### src/rtl/alu_pkg.sv
// Package: shared operation codes, flag type and datapath width for the
// accumulator ALU. Assumes the flag nibble order zero/sub/half/carry.
package alu_pkg;
    parameter int ALU_W = 8;
    localparam int NIB_W = ALU_W / 2;

    typedef enum logic [3:0] {
        OP_ADD  = 4'd0,
        OP_ADC  = 4'd1,
        OP_SUB  = 4'd2,
        OP_SBC  = 4'd3,
        OP_CP   = 4'd4,
        OP_AND  = 4'd5,
        OP_XOR  = 4'd6,
        OP_OR   = 4'd7,
        OP_INC  = 4'd8,
        OP_DEC  = 4'd9,
        OP_SWAP = 4'd10,
        OP_CPL  = 4'd11,
        OP_DAA  = 4'd12
    } alu_op_e;

    typedef struct packed {
        logic z;
        logic n;
        logic h;
        logic c;
    } alu_flags_t;
endpackage

### src/rtl/alu_addsub.sv
// Module: add/subtract unit for ADD, ADC, SUB, SBC and CP.
// Assumes op is one of those five when its outputs are used; computes
// one (W+1)-bit sum or difference and derives half-carry from bit 4.
module alu_addsub
    import alu_pkg::*;
#(
    parameter int W = 8
) (
    input  alu_op_e    op,
    input  logic [W-1:0] a,
    input  logic [W-1:0] b,
    input  alu_flags_t fin,
    output logic [W-1:0] res,
    output alu_flags_t fout
);
    localparam int EXT_W = W + 1;

    logic             is_sub;
    logic             use_cin;
    logic [EXT_W-1:0] cin_ext;
    logic [EXT_W-1:0] wide;

    // Purpose: choose direction and carry-in, form the unwrapped value.
    always_comb begin
        is_sub  = (op == OP_SUB) || (op == OP_SBC) || (op == OP_CP);
        use_cin = ((op == OP_ADC) || (op == OP_SBC)) && fin.c;
        cin_ext = {{W{1'b0}}, use_cin};
        if (is_sub)
            wide = {1'b0, a} - {1'b0, b} - cin_ext;
        else
            wide = {1'b0, a} + {1'b0, b} + cin_ext;
    end

    // Purpose: result byte and flags from the unwrapped value.
    always_comb begin
        res    = wide[W-1:0];
        fout.z = (wide[W-1:0] == '0);
        fout.n = is_sub;
        fout.h = wide[4] ^ a[4] ^ b[4];
        fout.c = wide[W];
    end
endmodule

### src/rtl/alu_bitwise.sv
// Module: bitwise unit for AND, XOR, OR, SWAP and CPL.
// Assumes SWAP works on the operand and CPL on the accumulator.
module alu_bitwise
    import alu_pkg::*;
#(
    parameter int W = 8
) (
    input  alu_op_e    op,
    input  logic [W-1:0] a,
    input  logic [W-1:0] b,
    input  alu_flags_t fin,
    output logic [W-1:0] res,
    output alu_flags_t fout
);
    localparam int HALF = W / 2;

    // Purpose: select the bitwise result for the requested operation.
    always_comb begin
        unique case (op)
            OP_AND:  res = a & b;
            OP_XOR:  res = a ^ b;
            OP_OR:   res = a | b;
            OP_SWAP: res = {b[HALF-1:0], b[W-1:HALF]};
            default: res = ~a;
        endcase
    end

    // Purpose: complement keeps zero/carry; everything else clears to zero-only.
    always_comb begin
        if (op == OP_CPL) begin
            fout.z = fin.z;
            fout.n = 1'b1;
            fout.h = 1'b1;
            fout.c = fin.c;
        end else begin
            fout.z = (res == '0);
            fout.n = 1'b0;
            fout.h = 1'b0;
            fout.c = 1'b0;
        end
    end
endmodule

### src/rtl/alu_step.sv
// Module: increment/decrement unit for INC and DEC on the operand byte.
// Assumes op is INC or DEC when used; carry passes through unchanged.
module alu_step
    import alu_pkg::*;
#(
    parameter int W = 8
) (
    input  alu_op_e    op,
    input  logic [W-1:0] b,
    input  alu_flags_t fin,
    output logic [W-1:0] res,
    output alu_flags_t fout
);
    localparam logic [W-1:0] ONE = {{(W-1){1'b0}}, 1'b1};

    logic is_dec;

    // Purpose: step the operand and derive flags from the new low nibble.
    always_comb begin
        is_dec = (op == OP_DEC);
        res    = is_dec ? (b - ONE) : (b + ONE);
        fout.z = (res == '0);
        fout.n = 1'b0;
        fout.h = is_dec ? (res[3:0] == 4'hF) : (res[3:0] == 4'h0);
        fout.c = fin.c;
    end
endmodule

### src/rtl/alu_decadj.sv
// Module: decimal adjust of the accumulator after a BCD add or subtract.
// Assumes W is 8 (two BCD digits); direction comes from the incoming N flag.
module alu_decadj
    import alu_pkg::*;
#(
    parameter int W = 8
) (
    input  logic [W-1:0] a,
    input  alu_flags_t fin,
    output logic [W-1:0] res,
    output alu_flags_t fout
);
    localparam logic [W-1:0] LO_FIX = W'(8'h06);
    localparam logic [W-1:0] HI_FIX = W'(8'h60);
    localparam logic [W-1:0] HI_LIM = W'(8'h99);

    logic         lo_need;
    logic         hi_need;
    logic [W-1:0] corr;

    // Purpose: decide which digit corrections apply.
    always_comb begin
        if (fin.n) begin
            lo_need = fin.h;
            hi_need = fin.c;
        end else begin
            lo_need = fin.h || (a[3:0] > 4'd9);
            hi_need = fin.c || (a > HI_LIM);
        end
        corr = (lo_need ? LO_FIX : '0) | (hi_need ? HI_FIX : '0);
    end

    // Purpose: apply the correction and form flags; carry follows its size.
    always_comb begin
        res    = fin.n ? (a - corr) : (a + corr);
        fout.z = (res == '0);
        fout.n = fin.n;
        fout.h = 1'b0;
        fout.c = (corr >= HI_FIX);
    end
endmodule

### src/rtl/acc_alu_flags.sv
// Module: top of the accumulator ALU. Routes the operation to one of four
// units, drives the result and its write strobe combinationally and keeps
// the flag nibble in a register. Assumes op_sel is only meaningful while
// op_valid is high; reserved codes act as no operation.
module acc_alu_flags
    import alu_pkg::*;
#(
    parameter int W = ALU_W
) (
    input  logic         clk,
    input  logic         rst_n,
    input  logic         op_valid,
    input  logic [3:0]   op_sel,
    input  logic [W-1:0] acc_in,
    input  logic [W-1:0] opnd_in,
    input  logic [3:0]   flags_in,
    output logic [W-1:0] result,
    output logic         result_we,
    output logic [W-1:0] flag_byte
);
    localparam int FLAG_N = 4;
    localparam int PAD_W  = W - FLAG_N;

    alu_op_e    op;
    alu_flags_t fin;
    alu_flags_t flag_q;
    alu_flags_t flag_d;
    logic       op_known;

    logic [W-1:0] as_res, bw_res, st_res, da_res;
    alu_flags_t   as_f, bw_f, st_f, da_f;

    assign op  = alu_op_e'(op_sel);
    assign fin = flags_in;

    alu_addsub  #(.W(W)) u_addsub  (.op(op), .a(acc_in), .b(opnd_in), .fin(fin),
                                    .res(as_res), .fout(as_f));
    alu_bitwise #(.W(W)) u_bitwise (.op(op), .a(acc_in), .b(opnd_in), .fin(fin),
                                    .res(bw_res), .fout(bw_f));
    alu_step    #(.W(W)) u_step    (.op(op), .b(opnd_in), .fin(fin),
                                    .res(st_res), .fout(st_f));
    alu_decadj  #(.W(W)) u_decadj  (.a(acc_in), .fin(fin),
                                    .res(da_res), .fout(da_f));

    // Purpose: pick the unit output that matches the operation code.
    always_comb begin
        op_known = 1'b1;
        result   = '0;
        flag_d   = flag_q;
        case (op_sel)
            OP_ADD, OP_ADC, OP_SUB, OP_SBC, OP_CP: begin
                result = as_res;
                flag_d = as_f;
            end
            OP_AND, OP_XOR, OP_OR, OP_SWAP, OP_CPL: begin
                result = bw_res;
                flag_d = bw_f;
            end
            OP_INC, OP_DEC: begin
                result = st_res;
                flag_d = st_f;
            end
            OP_DAA: begin
                result = da_res;
                flag_d = da_f;
            end
            default: op_known = 1'b0;
        endcase
    end

    // Purpose: write strobe for every defined operation except compare.
    assign result_we = op_valid && op_known && (op_sel != OP_CP);

    // Purpose: flag register, loaded only by a valid, defined operation.
    always_ff @(posedge clk) begin
        if (!rst_n)
            flag_q <= '0;
        else if (op_valid && op_known)
            flag_q <= flag_d;
    end

    assign flag_byte = {flag_q, {PAD_W{1'b0}}};
endmodule

### config.mk
export PLATFORM = sky130hd
export DESIGN_NAME = acc_alu_flags
export DESIGN_NICKNAME = d
export VERILOG_FILES = /design/src/rtl/alu_pkg.sv /design/src/rtl/alu_addsub.sv /design/src/rtl/alu_bitwise.sv /design/src/rtl/alu_step.sv /design/src/rtl/alu_decadj.sv /design/src/rtl/acc_alu_flags.sv
export SDC_FILE = /design/constraint.sdc
export NUM_CORES = 1
export LEC_CHECK = 0
export BUFFER_PORTS_ARGS = -buffer_cell sky130_fd_sc_hd__buf_2
export CORE_MARGIN = 1.5
export CORE_UTILIZATION = 45
export DETAILED_ROUTE_END_ITERATION = 8
export PLACE_DENSITY_LB_ADDON = 0.3
export RECOVER_POWER = 50
export SYNTH_ARGS = -nofsm -noshare
export SYNTH_HDL_FRONTEND = slang
export SYNTH_HIERARCHICAL = 1
export SYNTH_SLANG_ARGS = --single-unit
### constraint.sdc
create_clock -name clk -period 3.1 [get_ports clk]
set_clock_uncertainty 0.2 [all_clocks]
set_input_delay 0.465 -clock clk [delete_from_list [all_inputs] [get_ports clk]]
set_output_delay 0.465 -clock clk [all_outputs]
set_load 0.02 [all_outputs]
==> run summary, run 1 <==
WS Path Type -> in2out
Mapped Area -> 3256 µm²
Status -> finished, violations left
Largest net degree at the start of global routing -> 40
Area leader, netlist -> ha_1
Max Cap Viol -> 0
Clock latency on the worst-skew pair -> 0.21 ns
Async SR Flop Fraction -> 0%
Filler Cell Count -> 539
Drt wl/cell -> 18.11 µm
Multi-input logic area -> 3161 µm²
Met1 Use GR -> 39.20%
GRT overflow -> 0
Total power -> 1.176 mW
Mean Syn Cell Area -> 7.399 µm²
Vias per cell -> 5.797
Seq. cell area -> 80.08 µm²
Post-route ant nets -> 0
Initial antenna violation count -> 0
Worst EP required -> 2.43 ns
Met2 Usage GRT -> 49.41%
Final Hold Vio Count -> 0
Die ar. -> 7754 µm²
Hold buffers post-CTS -> 0
Post-synth EDFFs -> 0
H-tree depth -> 1
CTS Root Cell -> clkbuf_8
Post-synth top area share -> 18.45%
Worst Path Max Fanout -> 3
Total global-route track usage -> 29.64%
Min cycle time layout -> 3.704 ns
Clock Sinks -> 4
Vias in the first global route -> 3675
Placed wire-length estimate -> 8853 µm
Drc violations -> 0
Die H -> 88.06 µm
Max-slew violation count -> 0
Pwr dens -> 238.6 nW/µm²
Switch share -> 45.47%
First-pass GRT wire length -> 18000 µm
Clk buf depth -> 2
Place WS -> -0.6090 ns
# IOs -> 44
Synthesis-to-finish area growth -> 51.42%
Final net count -> 661
Clock Pin Slew Worst Setup and Hold Paths -> 0.03 ns
Most common cell after layout, fill and taps aside -> buf_4
Ant diodes -> 0
Ys flop type -> dfxtp_1
Share of post-route cells with drive strength above 1 -> 40.69%
Grt met3 use -> 3.299%
Peak VDD IR -> 0.1710 mV
Busiest grt layer -> met2
Core Area -> 6907 µm²
CP endpoint kind -> output pin
Initial Utilization -> 47.14%
Lkg Pwr -> 2.347 nW
Synthesized instance count -> 440
Synth Warn # -> 6
Final WL -> 12240 µm
Synth cell types -> 68
1st-pass router iterations -> 5
Yosys reg bits -> 4
Gp weighted congestion -> 1.029
Highest clock rate -> 270.0 MHz
RSZ-0062 raised after global routing -> true
Hold WC Path Type -> reg2reg
Seq pwr share -> 5.0%
Combinational fraction of design power -> 85.9%
Switching pwr -> 534.8 µW
CTS tree -> done
Crit start category -> input pin
Tightest Pin Transition -> 0.5268 ns
Reg2Reg Setup Slack -> 2.17 ns
Max_slew headroom -> 64.75%
Max FFs per register -> 4
I/O Buffers -> 39
Final Cycle Share -> 119.5%
Pint -> 641.4 µW
Sequential fraction of the synthesis area -> 2.460%
Most frequent cells in the layout -> 114 x buf_4, 49 x inv_1, 40 x ha_1
Num rows -> 30
CP arrival -> 3.04 ns
Vias -> 3919
Failing checks -> setup timing
Num CTS Buffers -> 3
Die W -> 88.06 µm
Initial drt markers -> 400
Final setup violating endpoints -> 8
Final worst setup slack -> -0.6040 ns
Largest cells by area after synthesis -> ha_1 18%, inv_1 6.2%, xnor2_1 5.1%, a21oi_1 3.8%, nand2b_1 3.5%
Clk pwr share -> 9.1%
Utilization after layout -> 71.38%
[cells in the mapped netlist, types with 4 or more instances]
cell / number
inv_1: 54
ha_1: 48
a21oi_1: 25
nor2_1: 21
xnor2_1: 19
nand2b_1: 18
nand2_1: 17
buf_4: 13
o21ai_0: 12
a22oi_1: 11
nor2b_1: 11
o22ai_1: 11
xor2_1: 11
nand3b_1: 10
buf_2: 9
a221o_1: 8
mux2i_1: 8
nand3_1: 8
nor3_1: 8
or3_1: 8
a2bb2oi_1: 7
nand4bb_1: 6
nor3b_1: 5
o31ai_1: 5
a211oi_1: 4
dfxtp_1: 4
fa_1: 4
[cells by family (layout without fill, tap and decap cells)]
kind of cell	after synthesis	after routing	synth area share, %
muxes	8	8	2.460
xor gates and xnor gates	30	30	8.071
AOI/OAI and AO/OA	122	122	27.10
and+or+nand+nor	137	137	26.44
other	3	6	0.3459
adders and majority gates	52	52	20.91
DFF	4	4	2.460
buffers and inverters	84	221	12.22
[critical path, cell delays in order]
cell      delay (ns)
buf_6           0.09
o211ai_1        0.23
nor2b_4         0.23
inv_4           0.06
ha_1            0.28
nand2_1         0.05
o21ai_1         0.09
ha_2            0.30
o21a_1          0.12
or3_4           0.34
and2_4          0.16
nand3b_1        0.09
a21oi_2         0.07
a221o_1         0.32
buf_6           0.15
[power by group through the flow]
stage	clock, mW	combinational [mW]	sequential, mW
3_3_place_gp	0	0.802	0.0588
3_5_place_dp	0	0.826	0.0590
5_1_grt	0.114	1.08	0.0592
2_1_floorplan	0	0.480	0.0645
4_1_cts	0.110	0.900	0.0584
6_report	0.107	1.01	0.0585
[layer usage]
layer / vias to the layer above / part of all wire, %
met1: 1853 / 42
met3: 33 / 7.2
met2: 186 / 48
met5: - / 0
li1: 1847 / -
met4: 0 / 2.9
[layout make-up]
class                           instances  share of cell area (%)
Timing Repair Buffer                  163                   26.75
Tap cell                               96                   2.437
Sequential cell                         4                   1.624
Multi-Input combinational cell        355                   64.11
Inverter                               55                   4.239
Clock buffer                            3                  0.8376
[what timing repair did]
| action | in CTS | in global routing |
|---|---|---|
| pin swaps | 24 | 40 |
| hold endpoints to repair | 0 | 0 |
| setup endpoints to repair | 11 | 11 |
| cloned | 1 | 2 |
| buffers inserted | 5 | 13 |
| resized for setup | 42 | 52 |
[through the flow]
step	setup TNS (ns)	hold WS, ns	std cells	area, µm²
4_1_cts	-2.421	0.3437	663	4548
3_3_place_gp	-3.387	0.3120	654	4263
5_1_grt	-3.253	0.3820	676	4930
3_5_place_dp	-3.882	0.3350	654	4263
6_report	-2.598	0.3438	676	4930
2_1_floorplan	-0.3446	0.3995	443	3367
[path summary, 6_finish.rpt]
kind,cells after the start,end,start
worst min register to register,3,flag_byte[5],flag_byte[5]
worst min-delay path,3,flag_byte[5],flag_byte[5]
worst max-delay path,15,result[6],acc_in[2]
worst max register to register,3,flag_byte[4],flag_byte[4]
(Power assumes the default switching activity.)
==> inputs of run 2 (changes only) <==
TNS_END_PERCENT = 5   (was default)
==> run summary, run 2 (synthesis gave the netlist of run 1 again) <==
Status -> finished, violations left
Failing checks -> setup timing
Critical Path End -> result[6]
Initial drt markers -> 297 (-26%)
Final setup violating endpoints -> 10 (+2)
First-pass GRT wire length -> 17980 µm (about the same)
Ant diodes -> 0 (unchanged)
Max_slew headroom -> 64.83% (+0.084 points)
Utilization after layout -> 67.05% (-4.3 points)
# IOs -> 44 (unchanged)
Hold buffers post-CTS -> 0 (unchanged)
Place WS -> -0.5855 ns (+0.02351 ns)
Switch share -> 45.87% (+0.40 points)
Vias in the first global route -> 3625 (-1.4%)
Multi-input logic area -> 3033 µm² (-4.0%)
Synthesis-to-finish area growth -> 42.24%
Pwr dens -> 240.7 nW/µm² (+0.89%)
Placed wire-length estimate -> 9163 µm (+3.5%)
Final worst setup slack -> -0.5757 ns (+0.02824 ns)
Final Hold Vio Count -> 0 (unchanged)
Initial antenna violation count -> 0 (unchanged)
Pint -> 603.3 µW (-5.9%)
Clk pwr share -> 10.1% (+1.0 points)
I/O Buffers -> 39 (unchanged)
GRT overflow -> 0 (unchanged)
Vias per cell -> 5.809 (+0.20%)
Switching pwr -> 511.3 µW (-4.4%)
Worst R2R Path Depth -> 3 (unchanged)
RSZ-0062 raised after global routing -> true
Hold_ws -> 0.3494 ns (+0.005540 ns)
CP endpoint kind -> output pin
Gp weighted congestion -> 0.9999 (-2.8%)
Largest net degree at the start of global routing -> 41 (+2.5%)
Clock Pin Slew Worst Setup and Hold Paths -> 0.03 ns (about the same)
Num CTS Buffers -> 3 (unchanged)
Setup TNS -> -3.304 ns (-0.7063 ns)
Final net count -> 660 (-0.15%)
Seq. cell area -> 80.08 µm² (unchanged)
Final Cycle Share -> 118.6% (-0.91 points)
Core Area -> 6907 µm² (unchanged)
Total power -> 1.115 mW (-5.2%)
Die H -> 88.06 µm (unchanged)
Share of post-route cells with drive strength above 1 -> 37.65% (-3.0 points)
Peak per-stage delay on the critical path -> 0.33 ns (about the same)
CP arrival -> 3.01 ns (-0.03 ns)
WS Path Type -> in2out
Worst Path Max Fanout -> 3 (unchanged)
Drt wl/cell -> 17.58 µm (-2.9%)
Filler Cell Count -> 629 (+17%)
Reg2reg end -> flag_byte[4]
Highest clock rate -> 272.1 MHz (+0.77%)
Worst setup path startpoint -> acc_in[2]
Cell breakdown of the critical path -> buf_2 > o211ai_1 > nor2b_4 > inv_2 > nand2_2 > ha_4 > or2_4 > o211a_1 > o21a_1 > or3_4 > and2_4 > nand3b_1 > a21oi_1 > a221o_1 > buf_6
Worst EP required -> 2.43 ns (about the same)
Post-route ant nets -> 0 (unchanged)
Total global-route track usage -> 29.99% (+0.35 points)
Peak VDD IR -> 0.1293 mV (-24%)
CTS tree -> done
H-tree depth -> 1 (unchanged)
Max FFs per register -> 4 (unchanged)
Max-slew violation count -> 0 (unchanged)
Clock latency on the worst-skew pair -> 0.22 ns (about the same)
Min cycle time layout -> 3.676 ns (-0.02824 ns)
1st-pass router iterations -> 5 (unchanged)
Lkg Pwr -> 2.268 nW (-3.4%)
Most common cell after layout, fill and taps aside -> buf_4
Die ar. -> 7754 µm² (unchanged)
Reg2reg start -> flag_byte[4]
Combinational fraction of design power -> 84.6% (-1.3 points)
Most frequent cells in the layout -> 122 x buf_4, 52 x inv_1, 43 x ha_1
Clock Sinks -> 4 (unchanged)
Num rows -> 30 (unchanged)
Hold WC Path Type -> reg2reg
Vias -> 3921 (+0.051%)
Crit start category -> input pin
Drc violations -> 0 (unchanged)
Tightest Pin Transition -> 0.5256 ns (-0.001256 ns)
Clk buf depth -> 2 (unchanged)
Final WL -> 11870 µm (-3.1%)
Seq pwr share -> 5.2% (+0.2 points)
Initial Utilization -> 47.14% (unchanged)
Die W -> 88.06 µm (unchanged)
Max Cap Viol -> 0 (unchanged)
Reg2Reg Setup Slack -> 2.15 ns (-0.02 ns)
CTS Root Cell -> clkbuf_8
Slowest CP cell -> or3_4
==> run 2: cell types whose count changed in the layout (fill, tap and decap cells not counted), sizes merged <==
cell    before  now
bufbuf       1    0
clkbuf      10    6
buf        155  159
==> run 2: through the flow <==
stage                     instances  cell area (µm²)
final                           675             4631
after floorplan                 443             3293
after CTS                       670             4439
after detailed placement        663             4273
after global routing            675             4631
after global placement          663             4273
==> run 2: power groups by stage <==
stage	Sequential [mW]	Combinational, mW	Clock (mW)
2_1_floorplan	0.0645	0.463	0
3_3_place_gp	0.0586	0.808	0
3_5_place_dp	0.0589	0.822	0
4_1_cts	0.0582	0.861	0.115
5_1_grt	0.0589	1.01	0.118
6_report	0.0583	0.943	0.113
==> run 2: final cells by class <==
type	instances	share of cell area, %
clock buffer	3	0.8917
sequential	4	1.729
tap	96	2.594
inverter	55	4.458
multi-input combinational	355	65.50
timing repair buffer	162	24.83
==> run 2: critical path: cells and delay by family <==
family	cells	cell delay, ns
adders and majority gates	1	0.20
AOI/OAI and AO/OA	5	0.94
buffers and inverters	3	0.33
and+or+nand+nor	6	1.07
==> run 2: timing repair <==
item | 4_1_cts | 5_1_grt
endpoints found under the setup margin | 10 | 11
gates resized for setup | 21 | 26
pin swaps | 14 | 18
setup buffers | 4 | 5
cloned | 0 | 0
==> run 2: worst min-delay path by stage <==
stage	startpoint	endpoint	cells after the start
2_1_floorplan	flag_byte[5]	flag_byte[5]	3
3_3_place_gp	flag_byte[5]	flag_byte[5]	3
3_5_place_dp	flag_byte[5]	flag_byte[5]	3
4_1_cts	flag_byte[5]	flag_byte[5]	3
5_1_grt	flag_byte[5]	flag_byte[5]	3
6_report	flag_byte[5]	flag_byte[5]	3
==> run 2: metal layers <==
metal  share of wire [%]  up-vias  global-route usage [%]
met5                   0        -                       0
met2                  47      209                   49.20
met4                 4.4        0                   13.21
li1                    -     1844                       -
met3                 6.3       47                   3.016
met1                  42     1821                   39.73
==> inputs of run 3 (changes only) <==
CTS_BUF_LIST = sky130_fd_sc_hd__clkbuf_16   (was default)
==> run summary, run 3 (synthesis gave the netlist of run 1 again) <==
Reg2reg start -> flag_byte[6]
Final WL -> 11850 µm (-0.17%)
Most frequent cells in the layout -> 122 x buf_4, 52 x inv_1, 43 x ha_1
Core Area -> 6907 µm² (unchanged)
Largest net degree at the start of global routing -> 41 (unchanged)
Total global-route track usage -> 29.95% (-0.039 points)
Die W -> 88.06 µm (unchanged)
Final Hold Vio Count -> 0 (unchanged)
# IOs -> 44 (unchanged)
Final setup violating endpoints -> 10 (unchanged)
Synthesis-to-finish area growth -> 43.27%
WS Path Type -> in2out
Die H -> 88.06 µm (unchanged)
Worst EP required -> 2.43 ns (about the same)
Max_slew headroom -> 61.86% (-3.0 points)
Clk buf depth -> 2 (unchanged)
Post-Layout Cell Count -> 675 (unchanged)
Filler Cell Count -> 626 (-0.48%)
Peak VDD IR -> 0.1301 mV (+0.65%)
Lkg Pwr -> 2.283 nW (+0.68%)
Final Cycle Share -> 118.1% (-0.46 points)
Reg2reg end -> flag_byte[6]
Clock Pin Slew Worst Setup and Hold Paths -> 0.03 ns (about the same)
Vias per cell -> 5.760 (-0.84%)
CP endpoint kind -> output pin
Vias in the first global route -> 3616 (-0.25%)
Tightest Pin Transition -> 0.5700 ns (+0.04445 ns)
Initial antenna violation count -> 0 (unchanged)
CTS tree -> done
Most common cell after layout, fill and taps aside -> buf_4
Cells after DPL -> 663 (unchanged)
Gp weighted congestion -> 0.9999 (unchanged)
RSZ-0062 raised after global routing -> true
Crit start category -> input pin
1st-pass router iterations -> 7 (+2)
H-tree depth -> 1 (unchanged)
Place WS -> -0.5855 ns (unchanged)
Final net count -> 660 (unchanged)
Max FFs per register -> 4 (unchanged)
Num rows -> 30 (unchanged)
CP arrival -> 3.00 ns (about the same)
Ant diodes -> 0 (unchanged)
Share of post-route cells with drive strength above 1 -> 37.65% (unchanged)
Num CTS Buffers -> 3 (unchanged)
Clock latency on the worst-skew pair -> 0.22 ns (about the same)
Final worst setup slack -> -0.5615 ns (+0.01421 ns)
Pwr dens -> 257.9 nW/µm² (+7.1%)
Placed wire-length estimate -> 9163 µm (unchanged)
Reg2Reg Setup Slack -> 2.15 ns (about the same)
GRT overflow -> 0 (unchanged)
Worst setup path startpoint -> acc_in[2]
Drc violations -> 0 (unchanged)
Vias -> 3888 (-0.84%)
Worst R2R Path Depth -> 3 (unchanged)
Failing checks -> setup timing
Post-route ant nets -> 0 (unchanged)
Max-slew violation count -> 0 (unchanged)
Clock Sinks -> 4 (unchanged)
Min cycle time layout -> 3.662 ns (-0.01421 ns)
I/O Buffers -> 39 (unchanged)
Max Cap Viol -> 0 (unchanged)
Status -> finished, violations left
Hold WC Path Type -> reg2reg
First-pass GRT wire length -> 17980 µm (unchanged)
Worst Path Max Fanout -> 3 (unchanged)
Highest clock rate -> 273.1 MHz (+0.39%)
Die ar. -> 7754 µm² (unchanged)
CTS Root Cell -> clkbuf_16
Drt wl/cell -> 17.55 µm (-0.17%)
Critical Path End -> result[6]
Initial Utilization -> 47.14% (unchanged)
Initial drt markers -> 351 (+18%)
Hold buffers post-CTS -> 0 (unchanged)
[run 3: where the power goes]
part | switching, mW | internal [mW] | total (mW)
Combinational | 0.478 | 0.464 | 0.942
Sequential | 0.00211 | 0.0563 | 0.0584
Clock | 0.0375 | 0.165 | 0.202
[run 3: metrics by stage]
step | cell area, µm² | hold slack, ns | utilization [%] | setup TNS (ns) | power, mW
2_1_floorplan | 3293 | 0.3995 | - | -0.7554 | 0.5274
3_3_place_gp | 4273 | 0.3139 | 61.87 | -3.626 | 0.8662
4_1_cts | 4473 | 0.3517 | 64.76 | -2.844 | 1.124
5_1_grt | 4664 | 0.3989 | 67.54 | -4.036 | 1.279
6_report | 4664 | 0.3513 | 67.54 | -3.220 | 1.203
3_5_place_dp | 4273 | 0.3357 | 61.87 | -3.913 | 0.8812
[run 3: worst min-delay path by stage]
stage	from	to	slack (ns)	depth (start not counted)
after CTS	flag_byte[5]	flag_byte[5]	0.35	3
after global placement	flag_byte[5]	flag_byte[5]	0.31	3
after detailed placement	flag_byte[5]	flag_byte[5]	0.34	3
after floorplan	flag_byte[5]	flag_byte[5]	0.40	3
after global routing	flag_byte[5]	flag_byte[5]	0.40	3
final	flag_byte[5]	flag_byte[5]	0.35	3
[run 3: area by class of cell]
class	count	area, µm²	area share (%)
Tap cell	96	120.1	2.575
Timing Repair Buffer	162	1150	24.65
Inverter	55	206.4	4.426
Clock buffer	3	75.07	1.609
Multi-Input combinational cell	355	3033	65.02
Sequential cell	4	80.08	1.717
[run 3: repair_timing]
item | in CTS | in global routing
endpoints found under the setup margin | 10 | 11
gates resized for setup | 21 | 26
pin swaps | 14 | 18
setup buffers | 4 | 5
[run 3: worst max-delay path, stage by stage]
cell and delay (ns):
buf_2 0.11, o211ai_1 0.21, nor2b_4 0.20, inv_2 0.07, nand2_2 0.09, ha_4 0.20
or2_4 0.23, o211a_1 0.13, o21a_1 0.20, or3_4 0.33, and2_4 0.14, nand3b_1 0.07
a21oi_1 0.06, a221o_1 0.33, buf_6 0.15
[run 3: metal layers]
layer	wire, µm	share of wire (%)	track usage [%]
met1	4893	41	39.73
met2	5588	47	48.99
met3	887	7.5	3.110
met4	475	4.0	13.21
met5	0	0	0
